**src/rtl/lpg_pkg.sv**
```systemverilog
`timescale 1ns/1ps
package lpg_pkg;
    typedef enum logic [1:0] {ST_ACTIVE, ST_WAIT, ST_L0S, ST_L1} lpg_state_e;
    typedef enum logic [1:0] {TGT_NONE, TGT_L0S, TGT_L1} lpg_tgt_e;
endpackage

```
**src/rtl/lpg_req_select.sv**
```systemverilog
`timescale 1ns/1ps
module lpg_req_select
    import lpg_pkg::*;
#(
    parameter bit L1_FIRST = 1'b1
) (
    input  logic     sw_l1_req,
    input  logic     hw_l1_req,
    input  logic     hw_l0s_req,
    input  logic     tx_pending,
    input  logic     fc_credit_ok,
    output lpg_tgt_e tgt
);
    logic l1_want;
    logic l0s_ok;

    always_comb begin
        l1_want = sw_l1_req | hw_l1_req;
        // standby is allowed only when nothing can be sent right now
        l0s_ok  = hw_l0s_req & (~tx_pending | ~fc_credit_ok);
    end

    generate
        if (L1_FIRST) begin : g_l1_first
            always_comb begin
                if (l1_want)     tgt = TGT_L1;
                else if (l0s_ok) tgt = TGT_L0S;
                else             tgt = TGT_NONE;
            end
        end else begin : g_l0s_first
            always_comb begin
                if (l0s_ok)       tgt = TGT_L0S;
                else if (l1_want) tgt = TGT_L1;
                else              tgt = TGT_NONE;
            end
        end
    endgenerate
endmodule

```
**src/rtl/lpg_retry_tracker.sv**
```systemverilog
`timescale 1ns/1ps
module lpg_retry_tracker #(
    parameter int DEPTH = 32,
    parameter int CNT_W = $clog2(DEPTH + 1)
) (
    input  logic             clk,
    input  logic             rst_n,
    input  logic             tx_sent,
    input  logic             ack_valid,
    input  logic [CNT_W-1:0] ack_count,
    input  logic             nak_valid,
    input  logic             retx_done,
    output logic             buf_empty,
    output logic             retx_req
);
    localparam int SUM_W = CNT_W + 1;
    localparam logic [CNT_W-1:0] FULL = CNT_W'(DEPTH);

    typedef struct packed {
        logic [CNT_W-1:0] count;
        logic             busy;
        logic             retx;
    } trk_t;

    trk_t cur_q, nxt_d;
    logic [SUM_W-1:0] sum_d;

    always_comb begin
        nxt_d = cur_q;
        sum_d = {1'b0, cur_q.count} + SUM_W'(tx_sent && (cur_q.count != FULL));
        if (ack_valid) begin
            if ({1'b0, ack_count} >= sum_d) sum_d = '0;
            else                            sum_d = sum_d - {1'b0, ack_count};
        end
        nxt_d.count = sum_d[CNT_W-1:0];
        if (nak_valid)      nxt_d.busy = 1'b1;
        else if (retx_done) nxt_d.busy = 1'b0;
        nxt_d.retx = nak_valid;
    end

    always_ff @(posedge clk) begin
        if (!rst_n) cur_q <= '0;
        else        cur_q <= nxt_d;
    end

    assign buf_empty = (cur_q.count == '0) && !cur_q.busy;
    assign retx_req  = cur_q.retx;

    // a negative acknowledgement always produces a retransmit request
    a_r4_nak_retx: assert property (@(posedge clk) disable iff (!rst_n)
        nak_valid |=> retx_req);
    // nak alone leaves the outstanding count untouched
    a_r3_nak_hold: assert property (@(posedge clk) disable iff (!rst_n)
        nak_valid && !tx_sent && !ack_valid |=> $stable(cur_q.count));
    // a pending retransmission keeps the buffer non-empty
    a_r2_busy_blocks: assert property (@(posedge clk) disable iff (!rst_n)
        nak_valid |=> !buf_empty);
endmodule

```
**src/rtl/lpg_entry_fsm.sv**
```systemverilog
`timescale 1ns/1ps
module lpg_entry_fsm
    import lpg_pkg::*;
(
    input  logic     clk,
    input  logic     rst_n,
    input  lpg_tgt_e tgt,
    input  logic     tx_sent,
    input  logic     buf_empty,
    output logic     grant_l0s,
    output logic     grant_l1
);
    typedef struct packed {
        lpg_state_e st;
        lpg_tgt_e   goal;
    } fsm_t;

    fsm_t cur_q, nxt_d;

    always_comb begin
        nxt_d = cur_q;
        unique case (cur_q.st)
            ST_ACTIVE: begin
                if (tgt != TGT_NONE) begin
                    nxt_d.st   = ST_WAIT;
                    nxt_d.goal = tgt;
                end
            end
            ST_WAIT: begin
                if (tx_sent || (tgt != cur_q.goal))
                    nxt_d.st = ST_ACTIVE;
                else if (buf_empty)
                    nxt_d.st = (cur_q.goal == TGT_L1) ? ST_L1 : ST_L0S;
            end
            ST_L0S: begin
                if (tx_sent || (tgt != TGT_L0S)) nxt_d.st = ST_ACTIVE;
            end
            ST_L1: begin
                if (tgt != TGT_L1) nxt_d.st = ST_ACTIVE;
            end
            default: nxt_d.st = ST_ACTIVE;
        endcase
        if (nxt_d.st == ST_ACTIVE) nxt_d.goal = TGT_NONE;
    end

    always_ff @(posedge clk) begin
        if (!rst_n) cur_q <= '{st: ST_ACTIVE, goal: TGT_NONE};
        else        cur_q <= nxt_d;
    end

    assign grant_l0s = (cur_q.st == ST_L0S);
    assign grant_l1  = (cur_q.st == ST_L1);

    // a grant may only appear after the tracker reported an empty buffer
    a_r2_grant_needs_empty: assert property (@(posedge clk) disable iff (!rst_n)
        $rose(grant_l0s) || $rose(grant_l1) |-> $past(buf_empty));
    // the two low-power grants are exclusive
    a_r12_exclusive: assert property (@(posedge clk) disable iff (!rst_n)
        !(grant_l0s && grant_l1));
    // a new packet pulls the link out of standby
    a_r9_tx_exits_l0s: assert property (@(posedge clk) disable iff (!rst_n)
        grant_l0s && tx_sent |=> !grant_l0s);
    // L1 is held while an L1 request persists
    a_r10_l1_held: assert property (@(posedge clk) disable iff (!rst_n)
        grant_l1 && (tgt == TGT_L1) |=> grant_l1);
endmodule

```
**src/rtl/link_lowpower_gate.sv**
```systemverilog
`timescale 1ns/1ps
module link_lowpower_gate
    import lpg_pkg::*;
#(
    parameter int DEPTH = 32,
    parameter int CNT_W = $clog2(DEPTH + 1)
) (
    input  logic             clk,
    input  logic             rst_n,
    input  logic             sw_l1_req,
    input  logic             hw_l1_req,
    input  logic             hw_l0s_req,
    input  logic             tx_sent,
    input  logic             ack_valid,
    input  logic [CNT_W-1:0] ack_count,
    input  logic             nak_valid,
    input  logic             retx_done,
    input  logic             tx_pending,
    input  logic             fc_credit_ok,
    output logic             grant_l0s,
    output logic             grant_l1,
    output logic             retx_req
);
    lpg_tgt_e tgt;
    logic     buf_empty;

    lpg_req_select #(.L1_FIRST(1'b1)) u_sel (
        .sw_l1_req   (sw_l1_req),
        .hw_l1_req   (hw_l1_req),
        .hw_l0s_req  (hw_l0s_req),
        .tx_pending  (tx_pending),
        .fc_credit_ok(fc_credit_ok),
        .tgt         (tgt)
    );

    lpg_retry_tracker #(.DEPTH(DEPTH), .CNT_W(CNT_W)) u_trk (
        .clk      (clk),
        .rst_n    (rst_n),
        .tx_sent  (tx_sent),
        .ack_valid(ack_valid),
        .ack_count(ack_count),
        .nak_valid(nak_valid),
        .retx_done(retx_done),
        .buf_empty(buf_empty),
        .retx_req (retx_req)
    );

    lpg_entry_fsm u_fsm (
        .clk      (clk),
        .rst_n    (rst_n),
        .tgt      (tgt),
        .tx_sent  (tx_sent),
        .buf_empty(buf_empty),
        .grant_l0s(grant_l0s),
        .grant_l1 (grant_l1)
    );
endmodule

```
**config.mk**
```make
export PLATFORM = sky130hd
export DESIGN_NAME = link_lowpower_gate
export DESIGN_NICKNAME = d
export VERILOG_FILES = /design/src/rtl/lpg_pkg.sv /design/src/rtl/lpg_req_select.sv /design/src/rtl/lpg_retry_tracker.sv /design/src/rtl/lpg_entry_fsm.sv /design/src/rtl/link_lowpower_gate.sv
export SDC_FILE = /design/constraint.sdc
export NUM_CORES = 1
export LEC_CHECK = 0
export ABC_AREA = 1
export BUFFER_PORTS_ARGS = -buffer_cell sky130_fd_sc_hd__buf_2
export CORE_MARGIN = 5
export CORE_UTILIZATION = 55
export CTS_CLUSTER_SIZE = 10
export DETAILED_ROUTE_END_ITERATION = 8
export GPL_TIMING_DRIVEN = 1
export PLACE_DENSITY_LB_ADDON = 0.08
export SKIP_CTS_REPAIR_TIMING = 1
export SLEW_MARGIN = 0
export SYNTH_ARGS = -nofsm -noshare
export SYNTH_HDL_FRONTEND = slang
export SYNTH_SLANG_ARGS = --single-unit
export TNS_END_PERCENT = 5
```
**constraint.sdc**
```tcl
create_clock -name clk -period 3.83 [get_ports clk]
set_input_delay 0.766 -clock clk [delete_from_list [all_inputs] [get_ports clk]]
set_output_delay 0.766 -clock clk [all_outputs]
set_load 0.01 [all_outputs]
```
==> summary.md, run 1 <==
| Metric | Value |
|---|---|
| Reg area | approximately 240 sq um |
| Sw frac | 0.360 |
| Slew headroom | 0.810 |
| Layout area overhead | 12.9% |
| Io pins | 20 |
| Worst r2r path cells | 19 |
| Final hold violation count | 0 |
| Placement Cell Area | 1230 sq um |
| Detailed Place HPWL | around 2.1 mm |
| Post-Syn Nets | 207 |
| Internal reg-to-reg setup slack | 1.10 ns |
| Worst r2r dst | u_trk.cur_q[7] |
| CP Cell Sequence | nor2_1 -> nand2_1 -> nor3_1 -> nor2_1 -> ha_1 -> ha_1 -> nand3_1 -> nand2_1 -> nand2_1 -> ha_1 -> nand2_1 -> inv_1 -> nand4_1 -> nand3_1 -> nand2_1 -> nand3_1 -> nor2_1 -> nor2_1 -> nor2_1 |
| RR Startpoint | u_trk.cur_q[4] |
| YS warnings | 0 |
| CTS H-tree depth | 1 |
| CP arrival | 2.87 ns |
| Min-Delay Path Class | flop to flop |
| Crit-path max cell delay | 0.46 ns |
| RSZ-0062 raised after global routing | no |
| Seq/Total Area, Yosys | 0.217 |
| P per Cell Area | 284 nW/um^2 |
| Nets | about 230 |
| Overall routing resource usage | 0.192 |
| Status | completed |
| Distinct cells, synth | 25 |
| Drc violations | 0 |
| Crit end category | flop |
| Fill cell count | 193 |
| Area of the multi-input gates | 747 sq um |
| Clock Tree Root | clkbuf_4 |
| Static leakage | 0.670 nW |
| Tcrit/Tclk final | 0.713 |
| Largest net degree at the start of global routing | 13 |
| Sw Pwr | 128 uW |
| Startpoint type of the worst setup path | flop |
| Core box area | 1940 sq um |
| Final setup TNS | 0 ns |
| Die area | 3010 sq um |
| Layout Utilization | 0.644 |
| P_int | 228 uW |
| Sequential share of power | 0.406 |
| Slew @ Worst Pin | 0.284 ns |
| Worst Path Required | 3.97 ns |
| Clk Latency, worst-skew pair | 0.25 ns |
| Row count | 16 |
| Setup violators final | 0 |
| Initial Util | 0.571 |
| Kind of critical path | flop to flop |
| HP Start | u_trk.cur_q[1] |
| Wire per inst | 10.7 um |
| Comb power frac | 0.400 |
| DRT iter0 DRCs | 33 |
| Antenna viol nets, final | 0 |
| GP Congestion | 0.897 |
| Clock-pin slew on the worst setup and hold paths | 0.06 ns |
| FMAX | around 370 MHz |
| Post-layout instance area | between 1000 and 1500 sq um |
| Max Clock Skew | 0.000734 ns |
| Clock power frac | 0.194 |
| Share of cells above drive strength 1 | 0.143 |
| Slowest stage cell, crit path | dfxtp_1 |
| Port Buffer Count | 19 |
| Vias | 1089 |
| Mean post-synth cell area | 6.30 sq um |
| Die Y | 54.9 um |
| Die width | 54.9 um |
| CTS tree | yes |
| Antenna Cells | 0 |
| Max Cap Viol | 0 |
| Vias in the first global route | 1047 |
| Global-route wire length before repair | 4.34 mm |
| Overflow after GRT | 0 |
| Avg Vias per Cell | 4.88 |
| Sinks on Clock Net | 12 |
| Post-Place Setup Slack | about 0.86 ns |
| Tmin final | 2.73 ns |
| Worst Hold Depth | 2 |
| Final wirelength | 2.39 mm |
| Clock buffer depth | 2 |
| Final WS setup | 1.10 ns |
| Cells after Synth | approximately 180 |
| Mapped cell area | 1110 sq um |
| Maximum vdd drop | 0.254 mV |
| Final Max Slew Viols | 0 |
| CP max FO | 7 |
| DR pass1 iterations | 4 |
| Number of antenna violations at the first check in global routing | 0 |
| TritonCTS buffer count | 3 |
| FF+latch count, synth | 12 |
| Hold Path Sink | u_trk.cur_q[1] |
## cell usage after synthesis
cell      instances  area [sq um]
clkbuf_1          1          3.75
xor2_1            3          26.3
ha_1             13           163
nand3_1           7          35.0
nor2_4            1          11.3
o21ai_0           3          15.0
a21oi_1          10          50.1
a41oi_1           1          8.76
nand2_1          34           128
nand3_2           2          20.0
o22ai_1           1          6.26
buf_2             1          5.00
nand4_4           1          21.3
dfxtp_1          12           240
fa_1              1          20.0
xnor2_1           1          8.76
nand4_1           3          18.8
nor2_2            1          6.26
inv_1            30           113
a21boi_1          1          7.51
nand3b_1          2          15.0
nor3_1            2          10.0
o21ai_1           4          20.0
nor2_1           40           150
nand2_2           1          6.26
## cell families after synthesis
logic type,after synthesis,synth area share
buffers and inverters,32,0.109
adders and majority gates,14,0.165
and+or+nand+nor,94,0.380
AOI/OAI and AO/OA,20,0.0971
DFF,12,0.217
xor gates and xnor gates,4,0.0316
## registers in the layout (all words and copies together) (netlist names)
| register | flops |
|---|---|
| u_trk.retx_req | 1 |
| u_fsm.cur_q | 4 |
| u_trk.cur_q | 7 |
## metal layers
layer,up-vias,part of all wire,GRT usage
li1,592,-,-
met5,-,0,0
met3,0,0.079,0.0241
met4,0,0,0.0324
met2,36,0.43,0.313
met1,461,0.49,0.273
## area by class of cell
class,instances,area share
multi-input cells,132,0.597
flip-flops and latches,12,0.192
inverters,30,0.0900
repair buffers,19,0.0760
well taps,27,0.0270
clock buffers,3,0.0180
## worst max-delay path by stage
stage               slack [ns]  cells past startpoint             end      startpoint
finish                    1.10                     19  u_trk.cur_q[7]  u_trk.cur_q[4]
global route              0.74                     19  u_trk.cur_q[7]  u_trk.cur_q[4]
CTS                       1.10                     19  u_trk.cur_q[7]  u_trk.cur_q[4]
detailed placement        0.86                     18  u_trk.cur_q[7]         tx_sent
global placement          0.91                     18  u_trk.cur_q[7]         tx_sent
floorplan                 1.27                     16  u_trk.cur_q[5]         tx_sent
## through the flow
stage | total power [mW] | cells | hold WS, ns
floorplan | 0.251 | 176 | 0.437
detailed placement | 0.288 | 220 | 0.482
CTS | 0.357 | 223 | 0.491
global placement | 0.285 | 220 | 0.470
global route | 0.386 | 223 | 0.516
finish | 0.356 | 223 | 0.491
## power by group through the flow
stage	combinational [mW]	sequential [mW]	clock, mW
3_5_place_dp	0.141	0.147	0
5_1_grt	0.165	0.146	0.0751
2_1_floorplan	0.107	0.145	0
3_3_place_gp	0.138	0.147	0
4_1_cts	0.142	0.144	0.0705
6_report	0.142	0.144	0.0692
## cell usage in the layout, fill, tap and decap left out
cell	instances
fa_1	1
clkbuf_4	3
o21ai_0	3
nor2_4	1
a21oi_1	10
o21ai_1	4
dfxtp_1	12
nand3b_1	2
o22ai_1	1
inv_1	30
ha_1	13
nand4_4	1
buf_2	19
xor2_1	3
nor3_1	2
nand4_1	3
nand3_1	7
xnor2_1	1
nor2_2	1
nand2_2	1
nand3_2	2
nor2_1	40
nand2_1	34
a21boi_1	1
a41oi_1	1
## critical path, delay by kind of cell, from the launching register on
kind	cells	cell delay, ns
fa+ha+maj	3	0.79
buf+inv	1	0.10
flops	1	0.46
simple gates	15	1.30
(Power assumes the default switching activity.)
==> run 2: changes to the inputs <==
CORE_UTILIZATION = 49   (was 55)
clock period = 2.5 ns   (was 3.83 ns; I/O delays follow)
==> run 2 against run 1 <==
  * Clock skew increased by 0.0056 ns
  * Largest cell class unchanged
  * Sequential share of layout area shrank 3.4 points
  * Non-clock buffer count is 16 higher
  * Clock power increased by 120%
  * First-iteration DRC count rose by 39%
  * Sequential power increased by 51%
  * Maximum frequency grew 11%
  * Count of clock-buffer cells in the layout rose by 1
  * Worst setup slack lost 1.1 ns
  * Register-to-register slack worse by 1.1 ns
  * Largest power group is now combinational logic
==> summary.md, run 2 (synthesis gave the netlist of run 1 again) <==
| Metric | Value |
|---|---|
| Final Max Slew Viols | 0 |
| Static leakage | 0.768 nW |
| CP arrival | 2.68 ns |
| Final wirelength | 2.81 mm |
| Commonest non-fill, non-tap cell in the layout | nor2_1 |
| Antenna Cells | 0 |
| Maximum vdd drop | 0.352 mV |
| Layout area overhead | 38.6% |
| Core box area | 2190 sq um |
| Post-layout instance area | 1540 sq um |
| Startpoint type of the worst setup path | flop |
| FMAX | 406 MHz |
| Wire per inst | 11.7 um |
| Max Clock Skew | 0.00636 ns |
| Initial Util | 0.506 |
| Clock Tree Root | clkbuf_4 |
| Max FFs per register | 7 |
| Die area | 3310 sq um |
| DR pass1 iterations | 5 |
| Final Power | 683 uW |
| Die Y | 57.6 um |
| Tcrit/Tclk final | 0.986 |
| CTS H-tree depth | 1 |
| CTS tree | yes |
| Nets | between 200 and 250 |
| Layout Utilization | 0.701 |
| Row count | 17 |
| Crit end category | flop |
| Setup violators final | 0 |
| TritonCTS buffer count | 3 |
| Port Buffer Count | 19 |
| Global-route wire length before repair | 4.44 mm |
| Slew headroom | 0.823 |
| CP max FO | 7 |
| Vias | 1182 |
| Overall routing resource usage | 0.165 |
| Sinks on Clock Net | 12 |
| Most flops, register | u_trk.cur_q |
| DRT iter0 DRCs | 46 |
| Slew @ Worst Pin | 0.264 ns |
| Overflow after GRT | 0 |
| Clock-pin slew on the worst setup and hold paths | 0.07 ns |
| Number of antenna violations at the first check in global routing | 0 |
| Status | completed |
| Placement Cell Area | 1320 sq um |
| Io pins | 20 |
| Min-Delay Path Class | input port to flop |
| P per Cell Area | 444 nW/um^2 |
| Final hold violation count | 0 |
| Die width | between 50 and 60 um |
| Largest net degree at the start of global routing | 13 |
| Kind of critical path | flop to flop |
| GP Congestion | 0.851 |
| Vias in the first global route | ~1000 |
| Antenna viol nets, final | 0 |
| Worst Path Required | roughly 2.7 ns |
| Clock buffer depth | 2 |
| Clk Latency, worst-skew pair | about 0.27 ns |
| Most frequent cells in the layout | nor2_1 (35), nand2_1 (32), inv_1 (26) |
| Max Cap Viol | 0 |
| Detailed Place HPWL | between 2 and 2.5 mm |
| Tmin final | 2.47 ns |
| Share of cells above drive strength 1 | 0.347 |
| RSZ-0062 raised after global routing | yes |
| Drc violations | 0 |
| Avg Vias per Cell | 4.90 |
| Fill cell count | 195 |
==> run 2: cell count changes in the layout (fill, tap and decap cells not counted), moves of 4 or more <==
cell    previous run  this run
ha_4               0         5
buf_4              0        16
nor2_1            40        35
inv_2              0         4
inv_1             30        26
ha_1              13         7
==> run 2: routing by layer <==
layer	wire [um]	vias up	track usage
met4	5	0	0.0397
met5	0	-	0
met1	1290	522	0.241
li1	-	627	-
met2	1360	31	0.255
met3	157	2	0.0226
==> run 2: critical path, stage by stage (launching register included) <==
cell	delay, ns
dfxtp_1	0.32
nor2_1	0.10
nand2_1	0.09
nor3_2	0.19
nor2_2	0.09
ha_4	0.16
ha_4	0.17
nand2_2	0.07
inv_2	0.04
nor2_4	0.15
ha_4	0.25
a21oi_1	0.15
o21ai_1	0.10
a21boi_1	0.15
o21ai_0	0.13
nor2_1	0.10
nor2_1	0.05
nor2_1	0.09
==> run 2: worst paths after layout <==
check	endpoint	cells after the start	slack [ns]	start
max	u_trk.cur_q[5]	17	0.03	u_trk.cur_q[3]
min	u_trk.retx_req	3	0.43	nak_valid
max reg2reg	u_trk.cur_q[5]	17	0.03	u_trk.cur_q[3]
min reg2reg	u_trk.cur_q[1]	2	0.49	u_trk.cur_q[1]
==> run 2: cell type report <==
type                    count  area (sq um)  area share
multi-input cells         132           895       0.582
flip-flops and latches     12           243       0.158
repair buffers             35           215       0.140
inverters                  30           113      0.0733
clock buffers               4          36.3      0.0236
well taps                  28          35.0      0.0228
==> run 2: power breakdown <==
part	switching [mW]	total [mW]	leakage, nW	internal (mW)
registers	0.0113	0.218	0.0993	0.207
logic	0.169	0.314	0.648	0.145
clock network	0.0615	0.150	0.0210	0.0885
==> run 2: through the flow <==
stage	setup TNS, ns	instances	hold slack (ns)	worst slack [ns]
5_1_grt	-0.351	241	0.454	-0.122
2_1_floorplan	0	176	0.437	0.124
6_report	0	241	0.433	0.0345
4_1_cts	-1.03	237	0.424	-0.186
3_3_place_gp	-0.664	233	0.477	-0.125
3_5_place_dp	-0.914	233	0.482	-0.165
==> run 3: changes to the inputs <==
CORE_ASPECT_RATIO = 1.4   (was default)
==> run 3 against run 2 <==
  * First-iteration DRC count shrank 50%
  * Highest routed layer unchanged
  * Die area is 0.41% higher
  * Via count is 1.1% higher
  * Count of clock-buffer cells in the layout down 1
  * Final cell count fell by 2.9%
  * Sequential power barely moved
  * Hold slack better by 0.0028 ns
  * Clock skew decreased by 0.0046 ns
  * Largest power group unchanged
==> summary.md, run 3 (synthesis gave the netlist of run 1 again) <==
| Metric | Value |
|---|---|
| Fill cell count | approximately 200 |
| Die Y | 66.3 um |
| Sinks on Clock Net | 12 |
| Worst Hold Depth | 3 |
| Nets | 245 |
| Status | completed |
| CTS H-tree depth | 1 |
| Clock Tree Root | clkbuf_4 |
| Initial Util | 0.509 |
| Commonest non-fill, non-tap cell in the layout | nand2_1 |
| Setup violators final | 0 |
| Dpl cells | 229 |
| Tcrit/Tclk final | 0.975 |
| Detailed Place HPWL | 2.23 mm |
| Static leakage | 0.754 nW |
| CP max FO | 6 |
| Antenna viol nets, final | 0 |
| RSZ-0062 raised after global routing | yes |
| Fin Hold WS | 0.436 ns |
| Post-layout instance count excluding filler cells | between 200 and 250 |
| Final Power | 629 uW |
| Global-route wire length before repair | 4.40 mm |
| Clock-pin slew on the worst setup and hold paths | 0.06 ns |
| Largest net degree at the start of global routing | 13 |
| Number of antenna violations at the first check in global routing | 0 |
| Max Clock Skew | about 0.0017 ns |
| Final wirelength | 2.70 mm |
| Overflow after GRT | 0 |
| Row count | 20 |
| Wire per inst | ~12 um |
| Share of cells above drive strength 1 | 0.354 |
| Io pins | 20 |
| P per Cell Area | 422 nW/um^2 |
| Most flops, register | u_trk.cur_q |
| Placement Cell Area | 1330 sq um |
| Antenna Cells | 0 |
| Port Buffer Count | 19 |
| Drc violations | 0 |
| CP arrival | 2.59 ns |
| Reg area | 243 sq um |
| Area of the multi-input gates | 870 sq um |
| Max FFs per register | 7 |
| Die area | 3330 sq um |
| Max Cap Viol | 0 |
| Worst Path Required | 2.66 ns |
| Vias in the first global route | 1151 |
| Slew headroom | 0.836 |
| Avg Vias per Cell | 5.11 |
| CTS tree | yes |
| FMAX | 410 MHz |
| Kind of critical path | flop to flop |
| Maximum vdd drop | 0.249 mV |
| Crit end category | flop |
| Slew @ Worst Pin | approximately 0.24 ns |
| Min-Delay Path Class | input port to flop |
| Worst r2r path cells | 16 |
| GP Congestion | between 0.8 and 0.9 |
| Clock buffer depth | 2 |
| Final Max Slew Viols | 0 |
| Layout area overhead | 34.4% |
| Overall routing resource usage | 0.169 |
| Core box area | between 2000 and 2500 sq um |
| Vias | 1195 |
| Die width | 50.2 um |
| Startpoint type of the worst setup path | flop |
| Tmin final | 2.44 ns |
| Clk Latency, worst-skew pair | roughly 0.26 ns |
| TritonCTS buffer count | 3 |
| DRT iter0 DRCs | 23 |
| Most frequent cells in the layout | nand2_1 (32), nor2_1 (29), inv_1 (27) |
| Post-layout instance area | 1490 sq um |
| DR pass1 iterations | 4 |
| Final hold violation count | 0 |
==> run 3: cell count changes in the layout (fill, tap and decap cells not counted), moves of 2 or more <==
cell	delta
nor2_2	+8
nor2_1	-6
ha_4	-2
nor2_4	-2
==> run 3: area by class of cell <==
type / count / share of cell area
Multi-Input combinational cell: 132 / 0.584
Sequential cell: 12 / 0.163
Timing Repair Buffer: 35 / 0.144
Inverter: 30 / 0.0756
Tap cell: 22 / 0.0185
Clock buffer: 3 / 0.0151
==> run 3: path summary, 6_finish.rpt <==
| path | slack (ns) | end | start |
|---|---|---|---|
| max | 0.06 | u_trk.cur_q[6] | u_trk.cur_q[5] |
| min | 0.44 | u_trk.retx_req | nak_valid |
| max reg2reg | 0.06 | u_trk.cur_q[6] | u_trk.cur_q[5] |
| min reg2reg | 0.47 | u_trk.cur_q[1] | u_trk.cur_q[1] |
==> run 3: routing by layer <==
metal  GRT usage  vias to the layer above  routed length, um
met5           0                        -                  0
li1            -                      626                  -
met3      0.0181                        8                 58
met4      0.0984                        0                 65
met2       0.344                       24               1620
met1       0.149                      537                952
==> run 3: critical path, stage by stage, from the launching register on <==
cell and delay [ns]:
dfxtp_2 0.33, nor2_2 0.13, nand2_2 0.07, nor3_2 0.15
nor2_1 0.08, ha_1 0.19, nand3_2 0.10, nor2_1 0.06
xor2_1 0.18, ha_1 0.32, inv_1 0.07, nor2_2 0.17
nand3_2 0.13, nand4_4 0.14, nor2_2 0.06, nor2_1 0.09
nor2_1 0.05
==> run 3: power breakdown <==
part	leakage [nW]	total, mW	switching [mW]	internal (mW)
registers	0.0994	0.218	0.0116	0.207
clock network	0.0138	0.110	0.0544	0.0556
logic	0.641	0.300	0.164	0.136
==> run 3: metrics by stage <==
stage	util	TNS, ns	setup slack [ns]
floorplan	-	0	0.124
global placement	0.610	-0.591	-0.108
detailed placement	0.610	-0.897	-0.165
finish	0.684	0	0.0632
CTS	0.620	-1.09	-0.197
global route	0.684	-0.756	-0.165
